$ cat config.mk
export PLATFORM = sky130hd
export DESIGN_NAME = spi_cs_master
export DESIGN_NICKNAME = d
export VERILOG_FILES = /design/src/rtl/spi_cs_pkg.sv /design/src/rtl/spi_cs_divcfg.sv /design/src/rtl/spi_cs_phase.sv /design/src/rtl/spi_cs_shift.sv /design/src/rtl/spi_cs_master.sv
export SDC_FILE = /design/constraint.sdc
export NUM_CORES = 1
export LEC_CHECK = 0
export BUFFER_PORTS_ARGS = -buffer_cell sky130_fd_sc_hd__buf_4
export CORE_UTILIZATION = 40
export DETAILED_ROUTE_END_ITERATION = 10
export PLACE_DENSITY = 0.61
export SYNTH_ARGS = -nofsm -noshare
export SYNTH_HDL_FRONTEND = slang
export SYNTH_SLANG_ARGS = --single-unit
$ cat constraint.sdc
create_clock -name clk_i -period 4.11 [get_ports clk_i]
set_input_delay 1.233 -clock clk_i [delete_from_list [all_inputs] [get_ports clk_i]]
set_output_delay 1.233 -clock clk_i [all_outputs]
set_load 0.02 [all_outputs]
$ cat src/rtl/spi_cs_pkg.sv
package spi_cs_pkg;

  typedef enum logic [1:0] {
    ST_IDLE  = 2'd0,
    ST_LEAD  = 2'd1,
    ST_SHIFT = 2'd2,
    ST_TRAIL = 2'd3
  } xfer_state_e;

  function automatic int unsigned clamp_u(int unsigned v, int unsigned lo, int unsigned hi);
    if (v < lo) return lo;
    if (v > hi) return hi;
    return v;
  endfunction

endpackage

$ cat src/rtl/spi_cs_divcfg.sv
module spi_cs_divcfg #(
  parameter  int unsigned DIV_W = 8,
  localparam int unsigned CNT_W = DIV_W + 1
) (
  input  logic [DIV_W-1:0] div_i,
  output logic [CNT_W-1:0] per_m1_o,
  output logic [CNT_W-1:0] low_m1_o
);

  logic [DIV_W-1:0] d_eff;
  logic [CNT_W-1:0] d_ext;
  logic [CNT_W-1:0] low_w;

  always_comb begin
    d_eff    = (div_i == '0) ? DIV_W'(1) : div_i;
    d_ext    = {1'b0, d_eff};
    low_w    = (d_ext + CNT_W'(d_eff[0])) >> 1;
    per_m1_o = d_ext;
    low_m1_o = low_w - CNT_W'(1);
  end

  // low phase must end strictly before the period does
  always_comb begin
    a_r2_low_inside_period: assert (low_m1_o < per_m1_o);
  end

endmodule

$ cat src/rtl/spi_cs_phase.sv
module spi_cs_phase #(
  parameter int unsigned CNT_W = 9
) (
  input  logic             clk_i,
  input  logic             rst_ni,
  input  logic             clr_i,
  input  logic             run_i,
  input  logic [CNT_W-1:0] per_m1_i,
  input  logic [CNT_W-1:0] low_m1_i,
  output logic             low_end_o,
  output logic             per_end_o
);

  logic [CNT_W-1:0] cnt_q, cnt_d;

  always_comb begin
    cnt_d = cnt_q;
    if (clr_i) begin
      cnt_d = '0;
    end else if (run_i) begin
      cnt_d = (cnt_q == per_m1_i) ? '0 : cnt_q + CNT_W'(1);
    end
  end

  always_ff @(posedge clk_i or negedge rst_ni) begin
    if (!rst_ni) cnt_q <= '0;
    else         cnt_q <= cnt_d;
  end

  assign low_end_o = run_i && (cnt_q == low_m1_i);
  assign per_end_o = run_i && (cnt_q == per_m1_i);

  // the period counter never passes the latched period
  a_r1_count_bound: assert property (@(posedge clk_i) disable iff (!rst_ni)
    run_i |-> cnt_q <= per_m1_i);

endmodule

$ cat src/rtl/spi_cs_shift.sv
module spi_cs_shift #(
  parameter  int unsigned WORD_MAX = 32,
  localparam int unsigned LEN_W    = $clog2(WORD_MAX + 1),
  localparam int unsigned IDX_W    = $clog2(WORD_MAX)
) (
  input  logic                clk_i,
  input  logic                rst_ni,
  input  logic                load_i,
  input  logic [WORD_MAX-1:0] tx_word_i,
  input  logic [LEN_W-1:0]    len_i,
  input  logic                sample_i,
  input  logic                miso_i,
  output logic                tx_bit_o,
  output logic                all_in_o,
  output logic [WORD_MAX-1:0] rx_word_o
);

  logic [WORD_MAX-1:0] tx_q, tx_d;
  logic [WORD_MAX-1:0] rx_q, rx_d;
  logic [LEN_W-1:0]    bcnt_q, bcnt_d;
  logic [LEN_W-1:0]    idx_full;
  logic [IDX_W-1:0]    idx;

  always_comb begin
    tx_d   = tx_q;
    rx_d   = rx_q;
    bcnt_d = bcnt_q;
    if (load_i) begin
      tx_d   = tx_word_i;
      rx_d   = '0;
      bcnt_d = '0;
    end else if (sample_i) begin
      rx_d   = {rx_q[WORD_MAX-2:0], miso_i};
      bcnt_d = bcnt_q + LEN_W'(1);
    end
  end

  always_ff @(posedge clk_i or negedge rst_ni) begin
    if (!rst_ni) begin
      tx_q   <= '0;
      rx_q   <= '0;
      bcnt_q <= '0;
    end else begin
      tx_q   <= tx_d;
      rx_q   <= rx_d;
      bcnt_q <= bcnt_d;
    end
  end

  always_comb begin
    idx_full = len_i - LEN_W'(1) - bcnt_q;
    idx      = idx_full[IDX_W-1:0];
  end

  assign tx_bit_o  = tx_q[idx];
  assign all_in_o  = (bcnt_q == len_i);
  assign rx_word_o = rx_q;

  // no sample beyond the word length
  a_r6_no_extra_sample: assert property (@(posedge clk_i) disable iff (!rst_ni)
    sample_i |-> bcnt_q < len_i);

endmodule

$ cat src/rtl/spi_cs_master.sv
module spi_cs_master
  import spi_cs_pkg::*;
#(
  parameter  int unsigned WORD_MAX = 32,
  parameter  int unsigned MIN_LEN  = 4,
  parameter  int unsigned DIV_W    = 8,
  localparam int unsigned LEN_W    = $clog2(WORD_MAX + 1),
  localparam int unsigned CNT_W    = DIV_W + 1
) (
  input  logic                clk_i,
  input  logic                rst_ni,
  input  logic                start_i,
  input  logic [WORD_MAX-1:0] tx_word_i,
  input  logic [LEN_W-1:0]    len_i,
  input  logic [DIV_W-1:0]    div_i,
  input  logic                miso_i,
  output logic [WORD_MAX-1:0] rx_word_o,
  output logic                done_o,
  output logic                sclk_o,
  output logic                ss_n_o,
  output logic                mosi_o,
  output logic                mosi_oe_o
);

  xfer_state_e st_q, st_d;
  logic ss_q, ss_d, sclk_q, sclk_d, oe_q, oe_d, mosi_q, mosi_d, done_q, done_d;
  logic [WORD_MAX-1:0] rx_q, rx_d;
  logic [CNT_W-1:0]    per_q, low_q, per_w, low_w;
  logic [LEN_W-1:0]    len_q, len_fit;
  logic load, sample, busy, low_end, per_end, tx_bit, all_in;
  logic [WORD_MAX-1:0] rx_shift;

  assign busy = (st_q != ST_IDLE);

  always_comb begin
    len_fit = LEN_W'(clamp_u(32'(len_i), MIN_LEN, WORD_MAX));
  end

  spi_cs_divcfg #(.DIV_W(DIV_W)) u_divcfg (
    .div_i    (div_i),
    .per_m1_o (per_w),
    .low_m1_o (low_w)
  );

  spi_cs_phase #(.CNT_W(CNT_W)) u_phase (
    .clk_i     (clk_i),
    .rst_ni    (rst_ni),
    .clr_i     (load),
    .run_i     (busy),
    .per_m1_i  (per_q),
    .low_m1_i  (low_q),
    .low_end_o (low_end),
    .per_end_o (per_end)
  );

  spi_cs_shift #(.WORD_MAX(WORD_MAX)) u_shift (
    .clk_i     (clk_i),
    .rst_ni    (rst_ni),
    .load_i    (load),
    .tx_word_i (tx_word_i),
    .len_i     (len_q),
    .sample_i  (sample),
    .miso_i    (miso_i),
    .tx_bit_o  (tx_bit),
    .all_in_o  (all_in),
    .rx_word_o (rx_shift)
  );

  always_comb begin
    st_d   = st_q;
    ss_d   = ss_q;
    sclk_d = sclk_q;
    oe_d   = oe_q;
    mosi_d = mosi_q;
    done_d = 1'b0;
    rx_d   = rx_q;
    load   = 1'b0;
    sample = 1'b0;
    unique case (st_q)
      ST_IDLE: begin
        if (start_i) begin
          st_d = ST_LEAD;
          ss_d = 1'b0;
          load = 1'b1;
        end
      end
      ST_LEAD: begin
        if (low_end) begin
          oe_d   = 1'b1;
          mosi_d = tx_bit;
        end else if (per_end) begin
          sclk_d = 1'b0;
          sample = 1'b1;
          st_d   = ST_SHIFT;
        end
      end
      ST_SHIFT: begin
        if (low_end) begin
          sclk_d = 1'b1;
          if (all_in) begin
            oe_d   = 1'b0;
            mosi_d = 1'b0;
            st_d   = ST_TRAIL;
          end else begin
            mosi_d = tx_bit;
          end
        end else if (per_end) begin
          sclk_d = 1'b0;
          sample = 1'b1;
        end
      end
      ST_TRAIL: begin
        if (per_end) begin
          ss_d   = 1'b1;
          done_d = 1'b1;
          rx_d   = rx_shift;
          st_d   = ST_IDLE;
        end
      end
      default: st_d = ST_IDLE;
    endcase
  end

  always_ff @(posedge clk_i or negedge rst_ni) begin
    if (!rst_ni) begin
      st_q   <= ST_IDLE;
      ss_q   <= 1'b1;
      sclk_q <= 1'b1;
      oe_q   <= 1'b0;
      mosi_q <= 1'b0;
      done_q <= 1'b0;
      rx_q   <= '0;
    end else begin
      st_q   <= st_d;
      ss_q   <= ss_d;
      sclk_q <= sclk_d;
      oe_q   <= oe_d;
      mosi_q <= mosi_d;
      done_q <= done_d;
      rx_q   <= rx_d;
    end
  end

  always_ff @(posedge clk_i or negedge rst_ni) begin
    if (!rst_ni) begin
      per_q <= '0;
      low_q <= '0;
      len_q <= LEN_W'(MIN_LEN);
    end else if (load) begin
      per_q <= per_w;
      low_q <= low_w;
      len_q <= len_fit;
    end
  end

  assign rx_word_o = rx_q;
  assign done_o    = done_q;
  assign sclk_o    = sclk_q;
  assign ss_n_o    = ss_q;
  assign mosi_o    = mosi_q;
  assign mosi_oe_o = oe_q;

  // clock rests high while deselected
  a_r4_idle_high: assert property (@(posedge clk_i) disable iff (!rst_ni)
    ss_n_o |-> sclk_o);

  // a falling clock edge only occurs with select already low
  a_r4_select_first: assert property (@(posedge clk_i) disable iff (!rst_ni)
    $fell(sclk_o) |-> (!ss_n_o && $past(!ss_n_o)));

  // driver enabled only inside select
  a_r7_oe_inside_select: assert property (@(posedge clk_i) disable iff (!rst_ni)
    mosi_oe_o |-> !ss_n_o);

  // driver switched off together with a rising clock edge
  a_r7_oe_off_on_rise: assert property (@(posedge clk_i) disable iff (!rst_ni)
    $fell(mosi_oe_o) |-> $rose(sclk_o));

  // done is a single pulse marking the release of select
  a_r8_done_single: assert property (@(posedge clk_i) disable iff (!rst_ni)
    done_o |=> !done_o);

  a_r8_done_at_release: assert property (@(posedge clk_i) disable iff (!rst_ni)
    done_o |-> $rose(ss_n_o));

  // a start while busy leaves the latched configuration alone
  a_r10_busy_start_ignored: assert property (@(posedge clk_i) disable iff (!rst_ni)
    (busy && start_i) |=> ($stable(len_q) && $stable(per_q) && $stable(low_q)));

endmodule

==> impl_metrics.yaml, run 1 <==
run_status:
  outcome: "completed"
global_routing:
  grt_usage_pct: 17.3
  grt_max_degree: 80
  grt_pass1_wl_um: 22000
  grt_antenna_before_repair: 0
  grt-ovfl-total: 0
  grt_pass1_vias: 4366
synth:
  ys_seq_area_share_pct: 54.8
  synth_top_family_by_area: "multiplexers"
  synth-seq-cells: 141
  synth_top_cell_by_area: "dfrtp_1"
  yosys.area.top_type_share_pct: 53.6
  synth_area_leaders: "dfrtp_1, mux2_2, nand2_1"
  ys_types: 42
  synth_commonest_cells: "dfrtp_1, nand2_1, mux2_2"
  synthArstFlopShare_pct: 100
  ys.flop_type: "dfrtp_1"
  synth-simple-area-share_pct: 14.1
  synth_area_per_cell_um2: 11.4
  synth-xor-area-share_pct: 4.22
  syn-cell-area_um2: 6440
  synth_edf_count: 0
  ys_warn_count: 0
  synth_compound_area_share_pct: 5.56
  yosys.cell_count.top_type: "dfrtp_1"
  synth_nets: 629
  muxShareOfSynthArea_pct: 16.3
  syn_inst: 566
  synth_fa_ha_area_share_pct: 2.64
setup_path:
  path_max_fanout: 12
  start_kind: "flop"
  required_ns: 4.45
  path_class: "flop to flop"
  cp-end-kind: "flop"
  r2r_cells: 9
  rrSetupSlack_ns: 1.08
  r2r-start: "u_shift.bcnt_q[0]"
  timing.rr.end: "mosi_o"
  crit_arrival_ns: 3.38
sta:
  hold_violations: 0
  max_freq_mhz: 330
  finClkSkew_ns: 0.00889
  setup_slack_ns: 1.08
  relSlewSlack_pct: 38.9
  holdWs_ns: 0.473
  fin_tns_setup_ns: 0
  tightestPinTransition_ns: 0.913
  setup_viol: 0
  finalCritPeriodShare_pct: 73.8
  rsz0062_at_grt: "false"
  maxSlewViolCount: 0
  layout_min_cycle_time_ns: 3.03
cts:
  clock_latency_ns: 0.40
  cts_root_buffer: "clkbuf_16"
  cts_buffers: 17
  clkTransAtPathRegs_ns: 0.06
  cts.sinks: 141
  cts_hold_buf: 0
  clockBufferDepth: 2
  cts_tree: "built"
  cts_htree_levels: 4
  cts-resized-gates: 0
  post_cts_buffers: 0
floorplanning:
  initial_core_util_pct: 40.7
  core_um2: 15800
  die-area_um2: 16600
  die_w_um: 129
  rows: 46
  die_h_um: 129
  io_pins: 87
cells_and_area:
  multi_input_area_um2: 2760
  nNetsFinal: 713
  area_growth_pct: 22.0
  post-route-util_pct: 49.6
  instances_no_fill: 877
  regArea_um2: 3530
  fillers: 1409
  layout-drive-gt1-share_pct: 31.2
  diodes: 0
job:
  max_cap_viol_count: 0
placed_design:
  portBuffers: 86
  placed_cells: 847
  pre_cts_slack_ns: 0.756
  place.gp.congestion: 0.845
  dp_hpwl_um: 9030
hold_path:
  whs_path_depth: 2
  worstHoldStart: "ss_n_o"
  hold_path.class: "flop to flop"
  holdPathEnd: "ss_n_o"
drt:
  detail_route.wl_per_cell_um: 15.1
  routed_wl_um: 13300
  postRouteAntennaNets: 0
  vias_per_cell: 5.05
  drc: 0
  num_vias: 4427
  drtIter0Drc: 280
  first_pass_iters: 5
power:
  power_density_nw_per_um2: 368
  p_leak_nw: 3.87
  vdd_ir_drop_max_uv: 287
==> area by class of cell <==
| type | count | area share, % |
|---|---|---|
| Sequential cell | 141 | 45.0 |
| Multi-Input combinational cell | 387 | 35.1 |
| Timing Repair Buffer | 93 | 9.10 |
| Clock buffer | 23 | 6.09 |
| Tap cell | 216 | 3.44 |
| Clock inverter | 7 | 0.828 |
| Inverter | 10 | 0.478 |
==> worst max-delay path by stage <==
stage / endpoint / slack (ns) / cells after the start / start
final: mosi_o / 1.08 / 9 / u_shift.bcnt_q[0]
after global routing: mosi_o / 0.85 / 9 / u_shift.bcnt_q[0]
after CTS: mosi_o / 1.02 / 9 / u_shift.bcnt_q[0]
after detailed placement: low_q[6] / 0.76 / 10 / div_i[6]
after global placement: low_q[6] / 0.98 / 10 / div_i[6]
after floorplan: low_q[6] / 1.25 / 9 / div_i[6]
==> sequential cells by signal, summed over array words and instances (netlist names) <==
signal	count
done_o	1
len_q	6
low_q	9
mosi_o	1
mosi_oe_o	1
per_q	8
rx_word_o	32
sclk_o	1
ss_n_o	1
st_q	2
u_phase.cnt_q	9
u_shift.bcnt_q	6
u_shift.rx_word_o	32
u_shift.tx_q	32
==> critical path, cell delays in order, from the launching register on <==
cell and delay (ns):
dfrtp_1 0.40, inv_1 0.06, ha_1 0.21, fa_1 1.00
mux2i_1 0.17, mux4_2 0.50, and3_1 0.19, a311oi_1 0.26
o22ai_1 0.12, nand2_1 0.06
==> layout by cell type (no fill, tap or decap), types with 2 or more instances in the layout <==
master,n
nor3_1,6
xor2_1,21
nand3_1,46
buf_4,91
a31oi_1,2
clkinv_2,4
mux4_2,6
or4_1,2
inv_1,10
nand2b_1,7
mux2_2,73
mux2i_1,9
a21o_1,2
and2_1,2
o41ai_1,2
clkbuf_16,17
nor2b_1,2
nand4_1,2
clkbuf_8,3
clkbuf_1,3
a311oi_1,2
nand2_1,99
o31ai_1,8
clkinvlp_4,2
or3_1,3
dfrtp_1,138
nor2_1,16
o21ai_0,27
a21oi_1,8
ha_1,12
dfstp_2,3
and3_1,4
nor4_1,3
xnor2_1,10
a22o_1,2
==> kinds of logic (layout without fill, tap and decap cells) <==
group | Yosys count | after routing
muxes | 88 | 88
DFF | 141 | 141
AOI/OAI and AO/OA | 58 | 58
adders and majority gates | 13 | 13
buffers and inverters | 38 | 133
xor gates and xnor gates | 31 | 31
and+or+nand+nor | 197 | 197
==> through the flow <==
step / area, um2 / power (mW)
after global routing: 7850 / 3.01
after global placement: 7310 / 1.50
final: 7850 / 2.89
after detailed placement: 7310 / 1.50
after floorplan: 6440 / 1.43
after CTS: 7850 / 2.94
==> routing by layer <==
| layer | routed length (um) | vias up | share of wire [%] | GRT usage (%) |
|---|---|---|---|---|
| met5 | 0 | - | 0 | 0 |
| met4 | 174 | 0 | 1.3 | 7.27 |
| met1 | 6250 | 2168 | 47 | 22.9 |
| li1 | - | 2138 | - | - |
| met2 | 6320 | 105 | 48 | 27.0 |
| met3 | 504 | 16 | 3.8 | 4.37 |
==> power by group <==
group          switching [mW]  internal (mW)  total (mW)  leakage, nW
Clock                   0.543          0.869        1.41        0.265
Sequential                  0           1.39        1.39         1.76
Combinational          0.0492         0.0394      0.0886         1.85
(Power assumes the default switching activity.)
==> run 2, diff against run 1 <==
--- a/config.mk
+++ b/config.mk
@@ -5,10 +5,11 @@
 export SDC_FILE = /design/constraint.sdc
 export NUM_CORES = 1
 export LEC_CHECK = 0
+export ABC_AREA = 1
 export BUFFER_PORTS_ARGS = -buffer_cell sky130_fd_sc_hd__buf_4
 export CORE_UTILIZATION = 40
 export DETAILED_ROUTE_END_ITERATION = 10
-export PLACE_DENSITY = 0.61
+export PLACE_DENSITY = 0.63
 export SYNTH_ARGS = -nofsm -noshare
 export SYNTH_HDL_FRONTEND = slang
 export SYNTH_SLANG_ARGS = --single-unit
==> constraint.sdc (replaced) <==
create_clock -name clk_i -period 2.56 [get_ports clk_i]
set_input_delay 0.768 -clock clk_i [delete_from_list [all_inputs] [get_ports clk_i]]
set_output_delay 0.768 -clock clk_i [all_outputs]
set_load 0.02 [all_outputs]
==> run 2 against run 1 <==
Against the previous run:
- register-to-register slack worse by 0.87 ns
- critical path type unchanged
- clock power up 70%
- via count up 22%
- power rose to 2.9 times the previous value
- critical endpoint unchanged
- non-clock buffer count up 2
==> impl_metrics.yaml, run 2 <==
placed_design:
  dp_hpwl_um: 10600
  portBuffers: 86
  placed_cells: 1121
  place.gp.congestion: 0.872
job:
  max_cap_viol_count: 0
cts:
  clock_latency_ns: 0.42
  clockBufferDepth: 2
  cts_buffers: 17
  cts_root_buffer: "clkbuf_16"
  clkTransAtPathRegs_ns: 0.06
  cts-resized-gates: 0
  cts_tree: "built"
  cts_hold_buf: 0
  cts.sinks: 141
  cts_htree_levels: 4
  post_cts_buffers: 0
floorplanning:
  io_pins: 87
  die_w_um: 134
  core_um2: 16800
  rows: 47
  die-area_um2: 18000
  initial_core_util_pct: 41.6
  die_h_um: 134
setup_path:
  cp_slowest_cell: "fa_1"
  rrSetupSlack_ns: 0.21
  path_class: "flop to flop"
  crit_arrival_ns: 2.66
  cp-end-kind: "flop"
  crit_start: "u_shift.bcnt_q[0]"
  start_kind: "flop"
  path_cells: "inv_1, ha_1, fa_1, inv_1, o211ai_1, o211ai_1, nand3_1, nand3_1, nand3_1, nand2_1"
  path_common_cell: "nand3_1"
  path_max_fanout: 9
  slowest_delay_ns: 0.71
  critical_path_buf_inv_count: 2
  r2r-start: "u_shift.bcnt_q[0]"
  required_ns: 2.87
  crit_family: "adder cells"
cells_and_area:
  layout-drive-gt1-share_pct: 21.3
  multi_input_area_um2: 2880
  layout.cells.most_common_list: "nand2_1, dfrtp_1, inv_1, buf_4, o21ai_0"
  post-route-util_pct: 50.1
  fillers: 1664
  instances_no_fill: 1153
  regArea_um2: 3530
  diodes: 0
  nNetsFinal: 983
  area_growth_pct: 20.5
  mostFrequentLayoutCell: "nand2_1"
drt:
  first_pass_iters: 5
  num_vias: 5399
  drtIter0Drc: 289
  drc: 0
  routed_wl_um: 14700
  postRouteAntennaNets: 0
  detail_route.wl_per_cell_um: 12.8
  vias_per_cell: 4.68
synth:
  ys_seq_area_share_pct: 50.5
  syn-cell-area_um2: 6990
  yosys.area.top_type_share_pct: 49.4
  yosys.cell_count.top_type: "nand2_1"
  synth_commonest_cells: "nand2_1, dfrtp_1, inv_1"
  ys_types: 37
  ys.flop_type: "dfrtp_1"
  synthArstFlopShare_pct: 100
  synth_top_cell_by_area: "dfrtp_1"
  ys_warn_count: 0
  synth_area_per_cell_um2: 8.36
  syn_inst: 836
  synth-seq-cells: 141
  synth_nets: 899
  synth_area_leaders: "dfrtp_1, nand2_1, o21ai_2"
  synth_edf_count: 0
sta:
  hold_violations: 0
  relSlewSlack_pct: 45.7
  layout_min_cycle_time_ns: 2.35
  rsz0062_at_grt: "false"
  tightestPinTransition_ns: 0.812
  finClkSkew_ns: 0.00698
  fin_tns_setup_ns: 0
  finalCritPeriodShare_pct: 91.9
  setup_viol: 0
  maxSlewViolCount: 0
  max_freq_mhz: 425
power:
  clkPwrFrac_pct: 28.4
  switching_share_pct: 38.2
  power_frac_comb_pct: 34.7
  vdd_ir_drop_max_uv: 565
  power_frac_seq_pct: 36.8
  switchingPower_mw: 3.22
  power_density_nw_per_um2: 1000
  finalPower_mw: 8.44
  p_leak_nw: 4.22
  p_int_mw: 5.22
global_routing:
  grt_usage_pct: 17.8
  grt_pass1_wl_um: 25500
  grt_max_degree: 60
  grt_pass1_vias: 5328
  grt_antenna_before_repair: 0
  grt-ovfl-total: 0
hold_path:
  hold_path.class: "primary input to asynchronous set/reset pin"
run_status:
  outcome: "completed"
[run 2: cell types whose count changed after synthesis, moves of 19 or more]
| cell | change |
|---|---|
| mux2_2 | -73 |
| nor2_1 | +26 |
| o21ai_2 | +46 |
| o21ai_0 | +21 |
| nand2_1 | +191 |
| o21ai_1 | +19 |
| inv_1 | +81 |
[run 2: cell type report]
type	instances	area share [%]
Sequential cell	141	41.9
Inverter	97	4.33
Clock buffer	18	5.21
Multi-Input combinational cell	568	34.2
Tap cell	220	3.27
Timing Repair Buffer	95	9.40
Clock inverter	14	1.66
[run 2: power by group through the flow]
stage | Clock, mW | Combinational, mW | Sequential [mW]
final | 2.40 | 2.93 | 3.11
after floorplan | 0 | 2.25 | 3.05
after CTS | 2.45 | 2.97 | 3.11
after detailed placement | 0 | 2.95 | 3.14
after global placement | 0 | 2.92 | 3.12
after global routing | 2.57 | 3.38 | 3.17
[run 2: final timing paths]
path / endpoint / cells past startpoint
setup / recovery: mosi_o / 10
hold / removal: rx_word_o[7] / 1
setup reg to reg: mosi_o / 10
hold reg to reg: u_shift.rx_word_o[18] / 2
max in group asynchronous: ss_n_o / 2
min in group clk_i: u_shift.rx_word_o[18] / 2
[run 2: per-layer routing]
| layer | track usage (%) | part of all wire, % |
|---|---|---|
| met1 | 24.5 | 50 |
| met2 | 27.3 | 44 |
| met3 | 4.12 | 4.9 |
| met4 | 6.37 | 1.4 |
| met5 | 0 | 0 |
[run 2: cell families (layout without fill, tap and decap cells)]
logic type,after synthesis,count (layout),synth area share [%]
buffers and inverters,127,224,8.30
DFF,141,141,50.5
adders and majority gates,13,13,2.43
AOI/OAI and AO/OA,143,143,13.3
and+or+nand+nor,395,395,23.3
xor gates and xnor gates,17,17,2.13
[run 2: worst register-to-register path: stages (launching register included)]
cell and delay, ns:
dfrtp_1 0.35, inv_1 0.11, ha_1 0.23, fa_1 0.71, inv_1 0.23, o211ai_1 0.20
o211ai_1 0.13, nand3_1 0.09, nand3_1 0.07, nand3_1 0.09, nand2_1 0.05
[run 2: metrics by stage]
stage | area, um2 | worst slack, ns | hold WS, ns
after global routing | 8430 | 0.0161 | 0.316
after global placement | 7850 | 0.310 | 0.457
final | 8430 | 0.209 | 0.295
after detailed placement | 7850 | 0.222 | 0.468
after CTS | 8430 | 0.229 | 0.300
after floorplan | 6990 | 0.507 | 0.441
==> run 3, diff against run 2 <==
==> constraint.sdc (replaced) <==
create_clock -name clk_i -period 2 [get_ports clk_i]
set_input_delay 0.6 -clock clk_i [delete_from_list [all_inputs] [get_ports clk_i]]
set_output_delay 0.6 -clock clk_i [all_outputs]
set_load 0.02 [all_outputs]
==> run 3 against run 2 <==
Against the previous run:
- worst setup slack got worse by 0.12 ns
- first-iteration DRC count fell by 6.6%
- non-clock buffer count rose by 16
- clock-buffer cell count rose by 1
- sequential cell count did not move
- critical path depth rose by 1
- sequential share of layout area fell by 1.1 points
- clock power rose by 33%
- register-to-register slack got worse by 0.12 ns
- routed wire length barely moved
- highest routed layer unchanged
- via count rose by 1.4%
- final area rose by 2.6%
- largest power group is now combinational cells
==> impl_metrics.yaml, run 3 (synthesized netlist as in run 2, its figures left out) <==
run_status:
  outcome: "completed"
cells_and_area:
  regArea_um2: 3530
  multi_input_area_um2: 2950
  fillers: 1676
  mostFrequentLayoutCell: "nand2_1"
  post-route-util_pct: 51.4
  diodes: 0
  nNetsFinal: 1000
  layout.cells.most_common_list: "nand2_1, dfrtp_1, buf_4, inv_1, o21ai_2"
  layout-drive-gt1-share_pct: 23.8
  area_growth_pct: 23.7
drt:
  postRouteAntennaNets: 0
  drtIter0Drc: 270
  vias_per_cell: 4.68
  drc: 0
  routed_wl_um: 14700
  detail_route.wl_per_cell_um: 12.6
  num_vias: 5474
  first_pass_iters: 4
cts:
  cts.sinks: 141
  clockBufferDepth: 2
  clock_latency_ns: 0.42
  clkTransAtPathRegs_ns: 0.06
  cts_buffers: 17
  cts_tree: "built"
  cts_htree_levels: 4
  cts_root_buffer: "clkbuf_16"
  cts_hold_buf: 0
floorplanning:
  die_h_um: 134
  initial_core_util_pct: 41.6
  rows: 47
  io_pins: 87
  die-area_um2: 18000
  core_um2: 16800
  die_w_um: 134
sta:
  tightestPinTransition_ns: 0.384
  finClkSkew_ns: 0.00943
  rsz0062_at_grt: "true"
  max_freq_mhz: 522
  setup_viol: 0
  finalCritPeriodShare_pct: 95.8
  hold_violations: 0
  layout_min_cycle_time_ns: 1.92
  maxSlewViolCount: 0
  relSlewSlack_pct: 74.3
  holdWs_ns: 0.0124
hold_path:
  hold_path.class: "primary input to asynchronous set/reset pin"
setup_path:
  rrSetupSlack_ns: 0.08
  crit_start: "u_shift.bcnt_q[0]"
  r2r-start: "u_shift.bcnt_q[0]"
  required_ns: 2.36
  path_max_fanout: 8
  start_kind: "flop"
  endpoint: "mosi_o"
  crit_arrival_ns: 2.27
  r2r_cells: 11
  path_class: "flop to flop"
  timing.rr.end: "mosi_o"
  cp-end-kind: "flop"
placed_design:
  place.gp.congestion: 0.867
  portBuffers: 86
  dp_hpwl_um: 10500
job:
  max_cap_viol_count: 0
power:
  vdd_ir_drop_max_uv: 703
  power_density_nw_per_um2: 1300
  p_leak_nw: 4.32
global_routing:
  grt_usage_pct: 17.9
  grt_pass1_wl_um: 25800
  grt_max_degree: 53
  grt-ovfl-total: 0
  grt_pass1_vias: 5359
  grt_antenna_before_repair: 0
[run 3: changes by cell type in the layout (fill, tap and decap cells not counted), moves of 4 or more]
cell / before / now
buf_4: 88 / 102
clkinv_4: 0 / 4
inv_6: 9 / 5
nand2_1: 289 / 285
nand2_2: 4 / 8
o21ai_0: 48 / 42
o21ai_1: 19 / 25
[run 3: per-stage QoR]
stage | cell area [um2] | power [mW] | setup TNS (ns) | std cells | setup WS, ns
2_1_floorplan | 6990 | 6.79 | 0 | 836 | 0.0404
3_3_place_gp | 7960 | 7.90 | -0.0204 | 1134 | -0.0204
3_5_place_dp | 7960 | 7.96 | -0.0535 | 1134 | -0.0535
4_1_cts | 8560 | 11.2 | 0 | 1166 | 0.00201
5_1_grt | 8650 | 12.2 | -0.112 | 1170 | -0.0647
6_report | 8650 | 11.3 | 0 | 1170 | 0.0847
[run 3: area by class of cell]
| class | instances | area share [%] |
|---|---|---|
| Clock buffer | 19 | 5.12 |
| Clock inverter | 13 | 1.78 |
| Inverter | 97 | 4.25 |
| Multi-Input combinational cell | 569 | 34.1 |
| Sequential cell | 141 | 40.8 |
| Tap cell | 220 | 3.18 |
| Timing Repair Buffer | 111 | 10.7 |
[run 3: report_power, final]
part	total, mW	internal [mW]	switching (mW)
Sequential	3.99	3.50	0.484
Clock	3.18	1.90	1.28
Combinational	4.10	1.66	2.44
[run 3: timing repair]
action	in CTS	in global routing
pin swaps	1	17
gates resized for setup	3	17
endpoints found under the setup margin	1	41
hold endpoints to repair	0	0
setup buffers	0	3
cloned	0	1
[run 3: worst min-delay path by stage]
stage / from / to / slack (ns) / depth (start not counted)
finish: rst_ni / rx_word_o[6] / 0.01 / 1
global route: rst_ni / rx_word_o[6] / 0.003 / 1
global placement: rst_ni / rx_word_o[6] / 0.45 / 1
floorplan: rst_ni / done_o / 0.30 / 0
CTS: rst_ni / u_shift.rx_word_o[13] / 0.004 / 1
detailed placement: rst_ni / rx_word_o[6] / 0.45 / 1
[run 3: metal layers]
metal / share of wire (%) / vias up / global-route usage [%]
met5: 0 / - / 0
met4: 1.6 / 0 / 6.24
met3: 4.8 / 19 / 3.70
met2: 43 / 134 / 26.7
met1: 51 / 2462 / 25.9
li1: - / 2859 / -
[run 3: worst max-delay path, stage by stage, from the launching register on]
cell and delay, ns:
dfrtp_1 0.36, inv_2 0.06, ha_4 0.16, fa_2 0.65
inv_4 0.09, nand2_2 0.06, a21oi_1 0.03, o21ai_1 0.13
nand3_1 0.09, nand3b_1 0.09, nand3_1 0.08, nand2_1 0.07
